`src/rtl/psu_guard_pkg.sv`:
```
// Package for the power-supply guard.
// Holds the rail count and a helper that sizes tick counters.
package psu_guard_pkg;
    localparam int RAILS = 3;

    // Bits needed to hold a count from 0 up to and including n.
    function automatic int cnt_bits(input int n);
        return (n < 1) ? 1 : $clog2(n + 1);
    endfunction
endpackage

```
`src/rtl/psu_persist.sv`:
```
// Persistence timer. The output is high while the input is high and the
// input has been sampled high on at least LEN ticks without a break.
// A low input zeroes the count. START_FULL sets the count to its limit
// at reset, so a timer whose input starts high also reads high at once.
// Assumes LEN >= 1 and a tick strobe at most one cycle wide.
module psu_persist
    import psu_guard_pkg::*;
#(
    parameter int LEN        = 73,
    parameter bit START_FULL = 1'b0
) (
    input  logic clk,
    input  logic rst_n,
    input  logic tick,
    input  logic level,
    output logic hit
);
    localparam int CW = cnt_bits(LEN);
    localparam logic [CW-1:0] LIMIT = CW'(LEN);

    logic [CW-1:0] cnt;

    // Count ticks of uninterrupted high input, saturating at the limit.
    always_ff @(posedge clk) begin
        if (!rst_n)
            cnt <= START_FULL ? LIMIT : '0;
        else if (!level)
            cnt <= '0;
        else if (tick && cnt != LIMIT)
            cnt <= cnt + 1'b1;
    end

    // Report expiry only while the input is still present.
    always_comb hit = level && (cnt == LIMIT);
endmodule

```
`src/rtl/psu_debounce.sv`:
```
// Two-way debouncer for the on/off request. The filtered state takes
// the raw level only after LEN consecutive ticks on which the two differ.
// Resets to the off state (1). Assumes LEN >= 1.
module psu_debounce
    import psu_guard_pkg::*;
#(
    parameter int LEN = 38000
) (
    input  logic clk,
    input  logic rst_n,
    input  logic tick,
    input  logic raw,
    output logic state
);
    localparam int CW = cnt_bits(LEN);
    localparam logic [CW-1:0] LAST = CW'(LEN - 1);

    logic [CW-1:0] cnt;

    // Count ticks of disagreement and adopt the raw level on the last one.
    always_ff @(posedge clk) begin
        if (!rst_n) begin
            state <= 1'b1;
            cnt   <= '0;
        end else if (raw == state) begin
            cnt <= '0;
        end else if (tick) begin
            if (cnt == LAST) begin
                state <= raw;
                cnt   <= '0;
            end else begin
                cnt <= cnt + 1'b1;
            end
        end
    end
endmodule

```
`src/rtl/psu_guard.sv`:
```
// Top of the power-supply guard. Debounces the on/off request, times the
// turn-off delay and the protection arming window, deglitches each fault
// flag and keeps the fault latch. The lockout input acts as a synchronous
// clear of everything. Assumes the tick strobe is at most one cycle wide.
module psu_guard
    import psu_guard_pkg::*;
#(
    parameter int DEB_TICKS = 38000,
    parameter int OFF_TICKS = 2300,
    parameter int OV_TICKS  = 73,
    parameter int OC_TICKS  = 73,
    parameter int UV_TICKS  = 150,
    parameter int ARM_TICKS = 75000
) (
    input  logic             clk,
    input  logic             rst_n,
    input  logic             tick,
    input  logic             lockout,
    input  logic             on_req_n,
    input  logic             pg_in,
    input  logic [RAILS-1:0] ov_flag,
    input  logic [RAILS-1:0] oc_flag,
    input  logic             uv12_flag,
    output logic             rails_off,
    output logic             fault_held
);
    logic             clr_n;
    logic             req_off_q;
    logic             off_done;
    logic             off_done_q;
    logic             armed;
    logic             uv_hit;
    logic             turnoff_edge;
    logic             trip;
    logic [RAILS-1:0] ov_hit;
    logic [RAILS-1:0] oc_hit;

    // Reset and lockout both clear the block.
    always_comb clr_n = rst_n && !lockout;

    psu_debounce #(.LEN(DEB_TICKS)) u_req (
        .clk(clk), .rst_n(clr_n), .tick(tick),
        .raw(on_req_n), .state(req_off_q)
    );

    // Turn-off delay; starts full so the rails stay off out of reset.
    psu_persist #(.LEN(OFF_TICKS), .START_FULL(1'b1)) u_offdly (
        .clk(clk), .rst_n(clr_n), .tick(tick),
        .level(req_off_q), .hit(off_done)
    );

    // Arming window: request on and power-good high without a break.
    psu_persist #(.LEN(ARM_TICKS), .START_FULL(1'b0)) u_arm (
        .clk(clk), .rst_n(clr_n), .tick(tick),
        .level(!req_off_q && pg_in), .hit(armed)
    );

    // One deglitch timer per rail for over-voltage and over-current.
    for (genvar r = 0; r < RAILS; r++) begin : g_rail
        psu_persist #(.LEN(OV_TICKS), .START_FULL(1'b0)) u_ov (
            .clk(clk), .rst_n(clr_n), .tick(tick),
            .level(ov_flag[r]), .hit(ov_hit[r])
        );
        psu_persist #(.LEN(OC_TICKS), .START_FULL(1'b0)) u_oc (
            .clk(clk), .rst_n(clr_n), .tick(tick),
            .level(oc_flag[r] && armed && pg_in), .hit(oc_hit[r])
        );
    end

    psu_persist #(.LEN(UV_TICKS), .START_FULL(1'b0)) u_uv (
        .clk(clk), .rst_n(clr_n), .tick(tick),
        .level(uv12_flag && armed && pg_in), .hit(uv_hit)
    );

    // Remember the turn-off delay output to find its rising edge.
    always_ff @(posedge clk) begin
        if (!clr_n) off_done_q <= 1'b1;
        else        off_done_q <= off_done;
    end

    // Combine the expired fault timers and detect a completed turn-off.
    always_comb begin
        trip         = (|ov_hit) || (|oc_hit) || uv_hit;
        turnoff_edge = off_done && !off_done_q;
    end

    // Fault latch: a completed turn-off clears it and wins over a new trip.
    always_ff @(posedge clk) begin
        if (!clr_n)            fault_held <= 1'b0;
        else if (turnoff_edge) fault_held <= 1'b0;
        else if (trip)         fault_held <= 1'b1;
    end

    // Rails off on a held fault or once the turn-off delay has run.
    always_comb rails_off = fault_held || off_done;
endmodule

```
`config.mk`:
```
export PLATFORM = sky130hd
export DESIGN_NAME = psu_guard
export DESIGN_NICKNAME = d
export VERILOG_FILES = /design/src/rtl/psu_guard_pkg.sv /design/src/rtl/psu_persist.sv /design/src/rtl/psu_debounce.sv /design/src/rtl/psu_guard.sv
export SDC_FILE = /design/constraint.sdc
export NUM_CORES = 1
export LEC_CHECK = 0
export BUFFER_PORTS_ARGS = -buffer_cell sky130_fd_sc_hd__buf_4
export CORE_MARGIN = 4
export CORE_UTILIZATION = 40
export CTS_CLUSTER_SIZE = 8
export DETAILED_ROUTE_END_ITERATION = 10
export PLACE_DENSITY = 0.59
export SLEW_MARGIN = 25
export SYNTH_ARGS = -nofsm -noshare
export SYNTH_HDL_FRONTEND = slang
export SYNTH_SLANG_ARGS = --single-unit
```
`constraint.sdc`:
```
create_clock -name clk -period 4.9 [get_ports clk]
set_input_delay 0.735 -clock clk [delete_from_list [all_inputs] [get_ports clk]]
set_output_delay 0.735 -clock clk [all_outputs]
set_load 0.02 [all_outputs]
```
# After elaboration in Yosys (flattened, before gate mapping)
# Cells that the tools add are included.
[op_classes]
addsub = 10
eq_ne = 21
muxes = 3
bitwise_logic = 2
reduce_logical = 49
[op_table]
columns = ["op", "n"]
rows = [
  ["7-bit by 1-bit adder with 7-bit output (second input constant)", 6],
  ["7-bit equality test (second input constant)", 6],
  ["7-bit inequality test (second input constant)", 6],
  ["1-bit logical AND", 29],
  ["12-bit 2-to-1 mux", 2],
  ["2-bit AND reduction", 9],
  ["17-bit by 1-bit adder with 17-bit output (second input constant)", 1],
  ["17-bit equality test (second input constant)", 1],
  ["17-bit inequality test (second input constant)", 1],
  ["16-bit by 1-bit adder with 16-bit output (second input constant)", 1],
  ["16-bit equality test (second input constant)", 1],
  ["16-bit 2-to-1 mux", 1],
  ["12-bit by 1-bit adder with 12-bit output (second input constant)", 1],
  ["12-bit equality test (second input constant)", 1],
  ["12-bit inequality test (second input constant)", 1],
  ["8-bit by 1-bit adder with 8-bit output (second input constant)", 1],
  ["8-bit equality test (second input constant)", 1],
  ["8-bit inequality test (second input constant)", 1],
  ["3-bit OR reduction", 2],
  ["2-bit OR reduction", 2],
  ["1-bit logical NOT", 3],
  ["1-bit logical OR", 3],
  ["3-bit AND reduction", 1],
  ["2-bit by 1-bit inequality test with 1-bit output (second input constant)", 1],
  ["other kinds (2)", 3],
]
[totals]
register_bits = 98
output_inout_bits = 2
wordCells = 99

# Logic depth before layout (Yosys ltp)
# Gate-level depths: netlist (run 1).
[logic_depth]
depth_word = 9
depth_mapped = 7

# Hierarchy
# Synthesis (run 1) repeated with hierarchy kept, for this count alone.
[hier_totals]
cells_unflattened = 564
area_unflattened_um2 = 5246.3
[modules_own_cells]
columns = ["module", "instances", "cells_each", "area_per_inst_um2", "seq_area_each_um2"]
rows = [
  ["psu_persist (g_rail[0].u_oc ...)", 6, 39, 369.1, 140.1],
  ["psu_persist (u_arm)", 1, 105, 929.6, 340.3],
  ["psu_debounce", 1, 85, 832.0, 340.3],
  ["psu_persist (u_offdly)", 1, 79, 743.2, 240.2],
  ["psu_persist (u_uv)", 1, 47, 409.1, 160.2],
  ["psu_guard", 1, 14, 117.6, 40.0],
]

# Worst setup path after synthesis (run 1)
# OpenSTA, ideal clock, no wires.
[synth_timing]
path_kind = "reg-to-output"
start = "reg u_offdly.cnt[0]"
end = "out rails_off"
t_arrival_ns = 1.428
required_time_ns = 4.165
setup_slack_ns = 2.737
path_stages_with_launch = 7
n_path_buf = 0
path_cell_list = "dfxtp_1 > inv_1 > ha_1 > nor4bb_1 > nand2_1 > or3_1 > nand2b_1"
[synth_via]
elab_chain_cells = 3
[synth_rtl]
columns = ["item", "line_no", "rtl"]
rows = [
  ["start, declared", "psu_persist.sv:21", "logic [CW-1:0] cnt;"],
  ["start signal, assigned", "psu_persist.sv:26", "cnt <= START_FULL ? LIMIT : '0;"],
  ["start signal, assigned", "psu_persist.sv:30", "cnt <= cnt + 1'b1;"],
  ["12-bit equality test", "psu_persist.sv:34", "always_comb hit = level && (cnt == LIMIT);"],
  ["1-bit logical AND", "psu_persist.sv:34", ""],
  ["1-bit logical OR", "psu_guard.sv:95", "always_comb rails_off = fault_held || off_done;"],
  ["end, declared", "psu_guard.sv:24", "output logic rails_off,"],
]
# Every way passes these cells.

# Final worst setup path (run 1)
# Same ends and word-level chain as after synthesis.

==> impl_metrics.env, run 1 <==
export IMPL_status="complete, no violations"
export IMPL_grt_use_met3=0.0363
export IMPL_grt_use_total=0.143
export IMPL_ant_nets=0
export IMPL_fin_crit_ns=2.76
export IMPL_die_h_um=115
export IMPL_path_delay_family="simple AND/OR/NAND/NOR gates"
export IMPL_cts_resized_gates=0
export IMPL_maxSlewViolCount=0
export IMPL_critPathMaxFanout=6
export IMPL_instances_no_fill=689
export IMPL_finalSetupViolCount=0
export IMPL_cp_start_kind="flop"
export IMPL_finalCritPeriodShare=0.564
export IMPL_cp_depth=7
export IMPL_clk_path_buf_depth=2
export IMPL_clk_pin_slew_worst_paths_ns=0.06
export IMPL_holdBufCountCts=0
export IMPL_htree_levels=3
export IMPL_synth_seq_area_share=0.426
export IMPL_cp_data_arrival_time_ns=2.03
export IMPL_cts_made_buffers=9
export IMPL_cts_tree="yes"
export IMPL_fmax_mhz=362
export IMPL_hp_start="g_rail[0].u_ov.cnt[6]"
export IMPL_wl_per_cell_um=12.7
export IMPL_path_cells="inv_1, ha_1, nor4bb_1, nand2_1, or3_1, nand2b_1, buf_4"
export IMPL_finalInstanceArea_mm2=0.00515
export IMPL_ys_types=41
export IMPL_drt_first_iter_violations=216
export IMPL_vias=3566
export IMPL_grt_max_degree=32
export IMPL_viasPerCell=5.18
export IMPL_diodes=0
export IMPL_dieArea_mm2=0.0133
export IMPL_place_hpwl_um=6180
export IMPL_critPathMaxStageDelay_ns=0.39
export IMPL_grt_busiest_layer="met2"
export IMPL_layout_drive_gt1_share=0.0747
export IMPL_slowest_stage="nor4bb_1"
export IMPL_fin_util=0.465
export IMPL_nets=577
export IMPL_r2r_end="u_offdly.cnt[5]"
export IMPL_worstPathRequired_ns=4.16
export IMPL_worstSetupPathType="reg2out"
export IMPL_grt_remaining_overflow=0
export IMPL_p_comb_frac=0.026
export IMPL_switching_power_mw=0.309
export IMPL_yosys_warnings=0
export IMPL_grt_pass1_vias=3435
export IMPL_cp_buffers_inverters=2
export IMPL_post_cts_buffers=0
export IMPL_hold_class="reg2reg"
export IMPL_worst_slew_pin_slew_ns=0.875
export IMPL_ff2ff_path_depth=7
export IMPL_grt_pass1_wl_um=15600
export IMPL_num_io_pins=15
export IMPL_initial_core_util=0.416
export IMPL_placement_io_buffers=14
export IMPL_synth_edf_count=0
export IMPL_dpl_instance_area_mm2=0.00487
export IMPL_drv_cap=0
export IMPL_skew_ns=0.00844
export IMPL_synth_area_mm2=0.00461
export IMPL_grt_util_met1=0.189
export IMPL_clk_latency_ns=0.34
export IMPL_power_leakage_nw=1.77
export IMPL_power_density_mw_per_mm2=296
export IMPL_dr_pass1_iters=4
export IMPL_n_fill_cell=1050
export IMPL_p_total_mw=1.53
export IMPL_synth_seq_cells=98
export IMPL_hold_depth=2
export IMPL_finalHoldViolations=0
export IMPL_dp_cells=674
export IMPL_rr_startpoint="u_offdly.cnt[0]"
export IMPL_grt_antenna_before_repair=0
export IMPL_syn_num_nets=559
export IMPL_place_congestion=0.793
export IMPL_ys_flop_type="dfxtp_1"
export IMPL_use_met2=0.229
export IMPL_timing_slew_headroom=0.415
export IMPL_syn_to_final_growth_pct=11.8
export IMPL_cts_root_buf="clkbuf_16"
export IMPL_rsz0062_at_grt="false"
export IMPL_clock_sinks=98
export IMPL_synthArstFlopShare=0
export IMPL_core_mm2=0.0111
export IMPL_route_detailed_drc=0
export IMPL_synthCells=527
export IMPL_ir_drop_uv=166
export IMPL_swShare=0.202
export IMPL_drt_total_wl_um=8740
export IMPL_clkPwrFrac=0.450
export IMPL_post_synth_cell_area_avg_um2=8.75
export IMPL_row_count=38
export IMPL_die_w_um=115
export IMPL_seqPwrFrac=0.524
export IMPL_p_int_mw=1.22
export IMPL_fin_setup_tns_ns=0
export IMPL_worst_setup_path_end_kind="primary output"
export IMPL_reg2reg_slack_ns=2.74
export IMPL_worst_hold_path_endpoint="g_rail[0].u_ov.cnt[6]"
[logic make-up after synthesis]
group,count (synthesis),synth area share
and+or+nand+nor,253,0.285
DFF,98,0.426
xor gates and xnor gates,73,0.139
AOI/OAI and AO/OA,48,0.0640
buffers and inverters,32,0.0263
adders and majority gates,19,0.0516
muxes,4,0.00896
[final cells by class]
cell class	instances	area (um^2)	share of cell area
multi-input combinational	397	2530	0.490
clock inverter	3	40.0	0.00777
timing repair buffer	15	113	0.0218
sequential	98	1960	0.381
inverter	24	90.1	0.0175
tap	140	175	0.0340
clock buffer	12	246	0.0478
[sequential cells by signal, summed over array words and instances, names as in the netlist]
name             cells
g_rail.u_oc.cnt     21
g_rail.u_ov.cnt     21
u_arm.cnt           17
u_req.cnt           16
u_offdly.cnt        12
u_uv.cnt             8
fault_held           1
off_done_q           1
u_req.state          1
[metal layers]
metal | up-vias | wire length (um)
met3 | 10 | 347
met4 | 0 | 129
li1 | 1848 | -
met5 | - | 0
met1 | 1668 | 4340
met2 | 40 | 3920
[per-stage QoR]
stage / hold slack, ns / setup slack [ns]
6_report: 0.483 / 2.14
5_1_grt: 0.507 / 1.92
4_1_cts: 0.484 / 2.13
3_5_place_dp: 0.470 / 2.14
3_3_place_gp: 0.471 / 2.25
2_1_floorplan: 0.451 / 2.74
[synth_stat cells, types with 3 or more instances]
library cell / n / area [um^2]
dfxtp_1: 98 / 1960
nor2_1: 92 / 345
nand2_1: 40 / 150
xor2_1: 40 / 350
nand4_1: 37 / 231
xnor2_1: 33 / 289
inv_1: 23 / 86.3
ha_1: 19 / 238
nand3_1: 18 / 90.1
o21ai_0: 16 / 80.1
a21oi_1: 15 / 75.1
or3_1: 11 / 68.8
nor3_1: 10 / 50.1
and3_1: 9 / 56.3
nor4bb_1: 8 / 80.1
a31oi_1: 7 / 43.8
clkbuf_1: 6 / 22.5
nor2b_1: 5 / 31.3
a211oi_2: 4 / 50.1
nand2_4: 4 / 45.0
a211oi_1: 3 / 22.5
and4_1: 3 / 26.3
mux2i_1: 3 / 30.0
[tightest hold or removal path, delay by kind of cell (launching register included)]
family / cells / cell delay (ns)
DFF: 1 / 0.31
AOI/OAI and AO/OA: 2 / 0.13
[layout by cell type, fill, tap and decap left out, drive strengths merged, types with 12 or more instances in the layout]
| master | count |
|---|---|
| ha | 19 |
| a21oi | 15 |
| nand3 | 18 |
| inv | 23 |
| clkbuf | 12 |
| xnor2 | 33 |
| nand4 | 37 |
| xor2 | 40 |
| nor2 | 93 |
| buf | 15 |
| nand2 | 45 |
| o21ai | 16 |
| dfxtp | 98 |
[worst max path at each step]
stage	start	to	slack, ns
global placement	tick	u_offdly.cnt[5]	2.25
detailed placement	tick	u_offdly.cnt[5]	2.14
CTS	u_offdly.cnt[0]	rails_off	2.13
finish	u_offdly.cnt[0]	rails_off	2.14
floorplan	u_offdly.cnt[0]	rails_off	2.74
global route	u_offdly.cnt[0]	rails_off	1.92
[power by group through the flow]
stage	Sequential (mW)	Combinational (mW)	Clock (mW)
after global placement	0.817	0.0395	0
final	0.800	0.0400	0.687
after global routing	0.799	0.0447	0.744
after detailed placement	0.818	0.0405	0
after floorplan	0.817	0.0234	0
after CTS	0.799	0.0406	0.716
(Power assumes the default switching activity.)
==> run 2, diff against run 1 <==
--- a/config.mk
+++ b/config.mk
@@ -10,7 +10,7 @@
 export CORE_UTILIZATION = 40
 export CTS_CLUSTER_SIZE = 8
 export DETAILED_ROUTE_END_ITERATION = 10
-export PLACE_DENSITY = 0.59
+export PLACE_DENSITY = 0.61
 export SLEW_MARGIN = 25
 export SYNTH_ARGS = -nofsm -noshare
 export SYNTH_HDL_FRONTEND = slang
==> constraint.sdc (replaced) <==
create_clock -name clk -period 2.4 [get_ports clk]
set_input_delay 0.36 -clock clk [delete_from_list [all_inputs] [get_ports clk]]
set_output_delay 0.36 -clock clk [all_outputs]
set_load 0.02 [all_outputs]
==> impl_metrics.env, run 2 (synthesis results as in run 1) <==
export IMPL_diodes=0
export IMPL_grt_max_degree=31
export IMPL_fin_setup_tns_ns=0
export IMPL_fmax_mhz=443
export IMPL_slowest_stage="dfxtp_1"
export IMPL_grt_pass1_wl_um=15700
export IMPL_dieArea_mm2=0.0133
export IMPL_cts_tree="yes"
export IMPL_worstSetupPathType="reg2out"
export IMPL_route_detailed_drc=0
export IMPL_final_cell_mix="dfxtp_1, nor2_1, xor2_1, nand2_1, nand4_1"
export IMPL_dp_cells=682
export IMPL_clk_latency_ns=0.35
export IMPL_finalCritPeriodShare=0.941
export IMPL_cp_data_arrival_time_ns=1.90
export IMPL_status="complete, no violations"
export IMPL_power_density_mw_per_mm2=652
export IMPL_layout_area_seq_mm2=0.00196
export IMPL_worst_setup_path_end_kind="primary output"
export IMPL_hold_depth=3
export IMPL_multi_input_area_mm2=0.00254
export IMPL_worst_slew_pin_slew_ns=0.508
export IMPL_worstPathRequired_ns=2.04
export IMPL_htree_levels=3
export IMPL_drv_cap=0
export IMPL_reg_largest_list="g_rail.u_oc.cnt x21, g_rail.u_ov.cnt x21, u_arm.cnt x17"
export IMPL_power_leakage_nw=1.85
export IMPL_grt_use_total=0.146
export IMPL_viasPerCell=5.11
export IMPL_holdBufCountCts=0
export IMPL_fin_util=0.480
export IMPL_syn_to_final_growth_pct=15.4
export IMPL_die_h_um=115
export IMPL_n_fill_cell=1051
export IMPL_grt_pass1_vias=3490
export IMPL_p_total_mw=3.47
export IMPL_drt_total_wl_um=8940
export IMPL_skew_ns=0.0132
export IMPL_instances_no_fill=698
export IMPL_finalHoldViolations=0
export IMPL_layout_drive_gt1_share=0.0950
export IMPL_cp_start_kind="flop"
export IMPL_vias=3569
export IMPL_wl_per_cell_um=12.8
export IMPL_critPathMaxFanout=6
export IMPL_dpl_instance_area_mm2=0.00494
export IMPL_cts_root_buf="clkbuf_16"
export IMPL_ir_drop_uv=516
export IMPL_dr_pass1_iters=4
export IMPL_core_mm2=0.0111
export IMPL_cts_made_buffers=9
export IMPL_finalSetupViolCount=0
export IMPL_initial_core_util=0.416
export IMPL_clk_pin_slew_worst_paths_ns=0.06
export IMPL_ant_nets=0
export IMPL_drt_first_iter_violations=225
export IMPL_ff2ff_path_depth=5
export IMPL_place_congestion=0.820
export IMPL_hold_class="in2reg"
export IMPL_place_hpwl_um=6290
export IMPL_placement_io_buffers=14
export IMPL_row_count=38
export IMPL_final_common_cell="dfxtp_1"
export IMPL_clk_path_buf_depth=2
export IMPL_fin_crit_ns=2.26
export IMPL_grt_antenna_before_repair=0
export IMPL_finalInstanceArea_mm2=0.00532
export IMPL_maxSlewViolCount=0
export IMPL_critPathMaxStageDelay_ns=0.36
export IMPL_timing_slew_headroom=0.657
export IMPL_die_w_um=115
export IMPL_post_cts_buffers=0
export IMPL_clock_sinks=98
export IMPL_num_io_pins=15
export IMPL_path_cells="inv_1, ha_1, nor4bb_4, nand2_1, or3_1, nand2b_1, buf_4"
export IMPL_grt_remaining_overflow=0
export IMPL_reg2reg_slack_ns=0.28
export IMPL_nets=585
==> run 2: cell type report <==
type,count,area share
clock buffer,9,0.0423
clock inverter,7,0.0266
inverter,24,0.0169
multi-input combinational,397,0.478
sequential,98,0.369
tap,140,0.0329
timing repair buffer,23,0.0348
==> run 2: power breakdown <==
part           switching (mW)  leakage, nW  internal [mW]
logic                  0.0527        0.888         0.0379
registers             0.00350        0.790           1.63
clock network           0.626        0.176           1.12
==> run 2: final timing paths <==
check | from | endpoint
worst max-delay path | u_offdly.cnt[0] | rails_off
worst min-delay path | on_req_n | u_req.state
worst max register to register | u_arm.cnt[9] | fault_held
worst min register to register | off_done_q | fault_held
==> run 2: per-layer routing <==
layer  share of wire  GRT usage  up-vias
li1                -          -     1864
met1            0.48      0.182     1661
met2            0.47      0.241       34
met3           0.035     0.0458       10
met4           0.014     0.0493        0
met5               0          0        -
==> run 2: metrics by stage <==
stage	hold WS (ns)	setup slack [ns]
after global placement	0.470	0.427
after global routing	0.249	-0.0288
after detailed placement	0.466	0.385
after floorplan	0.451	0.487
final	0.248	0.141
after CTS	0.239	0.0825
==> run 2: critical path, delay by kind of cell (launching register included) <==
kind	cells	cell delay [ns]
adders and majority gates	1	0.15
buffers and inverters	2	0.21
DFF	1	0.36
and+or+nand+nor	4	0.83
==> run 2: timing repair <==
action                     CTS  global route
resized for setup            0             2
setup endpoints to repair    0             1
hold endpoints to repair     0             0
==> run 3, diff against run 2 <==
==> constraint.sdc (replaced) <==
create_clock -name clk -period 2.4 [get_ports clk]
set_input_delay 0.12 -clock clk [delete_from_list [all_inputs] [get_ports clk]]
set_output_delay 0.12 -clock clk [all_outputs]
set_load 0.02 [all_outputs]
==> impl_metrics.env, run 3 (synthesis results as in run 1) <==
export IMPL_dr_pass1_iters=4
export IMPL_row_count=38
export IMPL_power_leakage_nw=1.78
export IMPL_wl_per_cell_um=13.0
export IMPL_p_total_mw=3.07
export IMPL_grt_pass1_wl_um=15900
export IMPL_worstPathRequired_ns=2.28
export IMPL_instances_no_fill=694
export IMPL_drt_total_wl_um=9030
export IMPL_skew_ns=0.0117
export IMPL_placement_io_buffers=14
export IMPL_hold_class="in2reg"
export IMPL_worst_slew_pin_slew_ns=0.746
export IMPL_finalCritPeriodShare=0.908
export IMPL_status="complete, no violations"
export IMPL_final_common_cell="dfxtp_1"
export IMPL_finalHoldViolations=0
export IMPL_cts_tree="yes"
export IMPL_grt_antenna_before_repair=0
export IMPL_initial_core_util=0.416
export IMPL_preCtsSetupSlack_ns=0.344
export IMPL_clk_latency_ns=0.35
export IMPL_grt_max_degree=21
export IMPL_route_detailed_drc=0
export IMPL_n_fill_cell=1068
export IMPL_fin_crit_ns=2.18
export IMPL_maxSlewViolCount=0
export IMPL_drv_cap=0
export IMPL_cp_data_arrival_time_ns=2.06
export IMPL_rsz0062_at_grt="false"
export IMPL_grt_pass1_vias=3507
export IMPL_viasPerCell=5.25
export IMPL_ff2ff_path_depth=7
export IMPL_fmax_mhz=459
export IMPL_cts_made_buffers=9
export IMPL_ir_drop_uv=491
export IMPL_fin_util=0.468
export IMPL_cts_resized_gates=0
export IMPL_place_hpwl_um=6470
export IMPL_worstSetupPathType="reg2out"
export IMPL_final_cell_mix="dfxtp_1, nor2_1, xor2_1, nand2_1, nand4_1"
export IMPL_cts_root_buf="clkbuf_16"
export IMPL_holdBufCountCts=0
export IMPL_drt_first_iter_violations=191
export IMPL_ant_nets=0
export IMPL_diodes=0
export IMPL_cp_start_kind="flop"
export IMPL_power_density_mw_per_mm2=594
export IMPL_nets=581
export IMPL_layout_drive_gt1_share=0.0848
export IMPL_syn_to_final_growth_pct=12.3
export IMPL_finalSetupViolCount=0
export IMPL_fin_setup_tns_ns=0
export IMPL_die_w_um=115
export IMPL_dieArea_mm2=0.0133
export IMPL_vias=3641
export IMPL_die_h_um=115
export IMPL_layout_area_seq_mm2=0.00196
export IMPL_htree_levels=3
export IMPL_grt_use_total=0.147
export IMPL_worst_slack_ns=0.221
export IMPL_dp_cells=678
export IMPL_critPathMaxFanout=6
export IMPL_timing_slew_headroom=0.496
export IMPL_num_io_pins=15
export IMPL_reg_largest_list="g_rail.u_oc.cnt x21, g_rail.u_ov.cnt x21, u_arm.cnt x17"
export IMPL_clk_pin_slew_worst_paths_ns=0.06
export IMPL_worst_setup_path_end_kind="primary output"
export IMPL_hold_depth=3
export IMPL_multi_input_area_mm2=0.00253
export IMPL_place_congestion=0.792
export IMPL_grt_remaining_overflow=0
export IMPL_post_cts_buffers=0
export IMPL_core_mm2=0.0111
export IMPL_clock_sinks=98
export IMPL_clk_path_buf_depth=2
==> run 3: cell types whose count changed in the layout (fill, tap and decap cells not counted) <==
cell and delta:
nor4bb_4 -1, bufinv_16 -4, buf_4 -3, clkbuf_8 +2, clkinv_2 +1, buf_12 -1, nor4bb_1 +1, clkbuf_1 +1
==> run 3: worst paths after layout <==
path | slack [ns] | startpoint | endpoint
max | 0.22 | u_offdly.cnt[0] | rails_off
max reg2reg | 0.27 | u_offdly.cnt[0] | u_offdly.cnt[4]
min reg2reg | 0.49 | g_rail[2].u_ov.cnt[6] | g_rail[2].u_ov.cnt[6]
min | 0.02 | on_req_n | u_req.state
==> run 3: layout make-up <==
cell class                 instances  share of cell area
clock buffer                      12              0.0495
clock inverter                     4             0.00507
inverter                          24              0.0174
multi-input combinational        397               0.488
sequential                        98               0.379
tap                              140              0.0338
timing repair buffer              19              0.0275
==> run 3: layer usage <==
metal / up-vias / GRT usage / part of all wire
met5: - / 0 / 0
met4: 0 / 0.0485 / 0.014
met3: 9 / 0.0489 / 0.045
met2: 65 / 0.237 / 0.46
met1: 1711 / 0.186 / 0.48
li1: 1856 / - / -
==> run 3: power by group <==
part / switching (mW) / internal [mW] / leakage [nW]
clock: 0.601 / 0.758 / 0.139
sequential: 0.00346 / 1.63 / 0.790
combinational: 0.0517 / 0.0324 / 0.854
==> run 3: worst max-delay path, cell delays in order (launching register included) <==
cell,delay (ns)
dfxtp_1,0.36
inv_1,0.08
ha_1,0.15
nor4bb_1,0.42
nand2_1,0.09
or3_1,0.37
nand2b_1,0.10
buf_4,0.14
==> run 3: per-stage QoR <==
stage	hold slack (ns)	cell area [um^2]
3_3_place_gp	0.356	4900
3_5_place_dp	0.370	4900
5_1_grt	0.0197	5180
6_report	0.0163	5180
2_1_floorplan	0.245	4610
4_1_cts	0.00589	5180
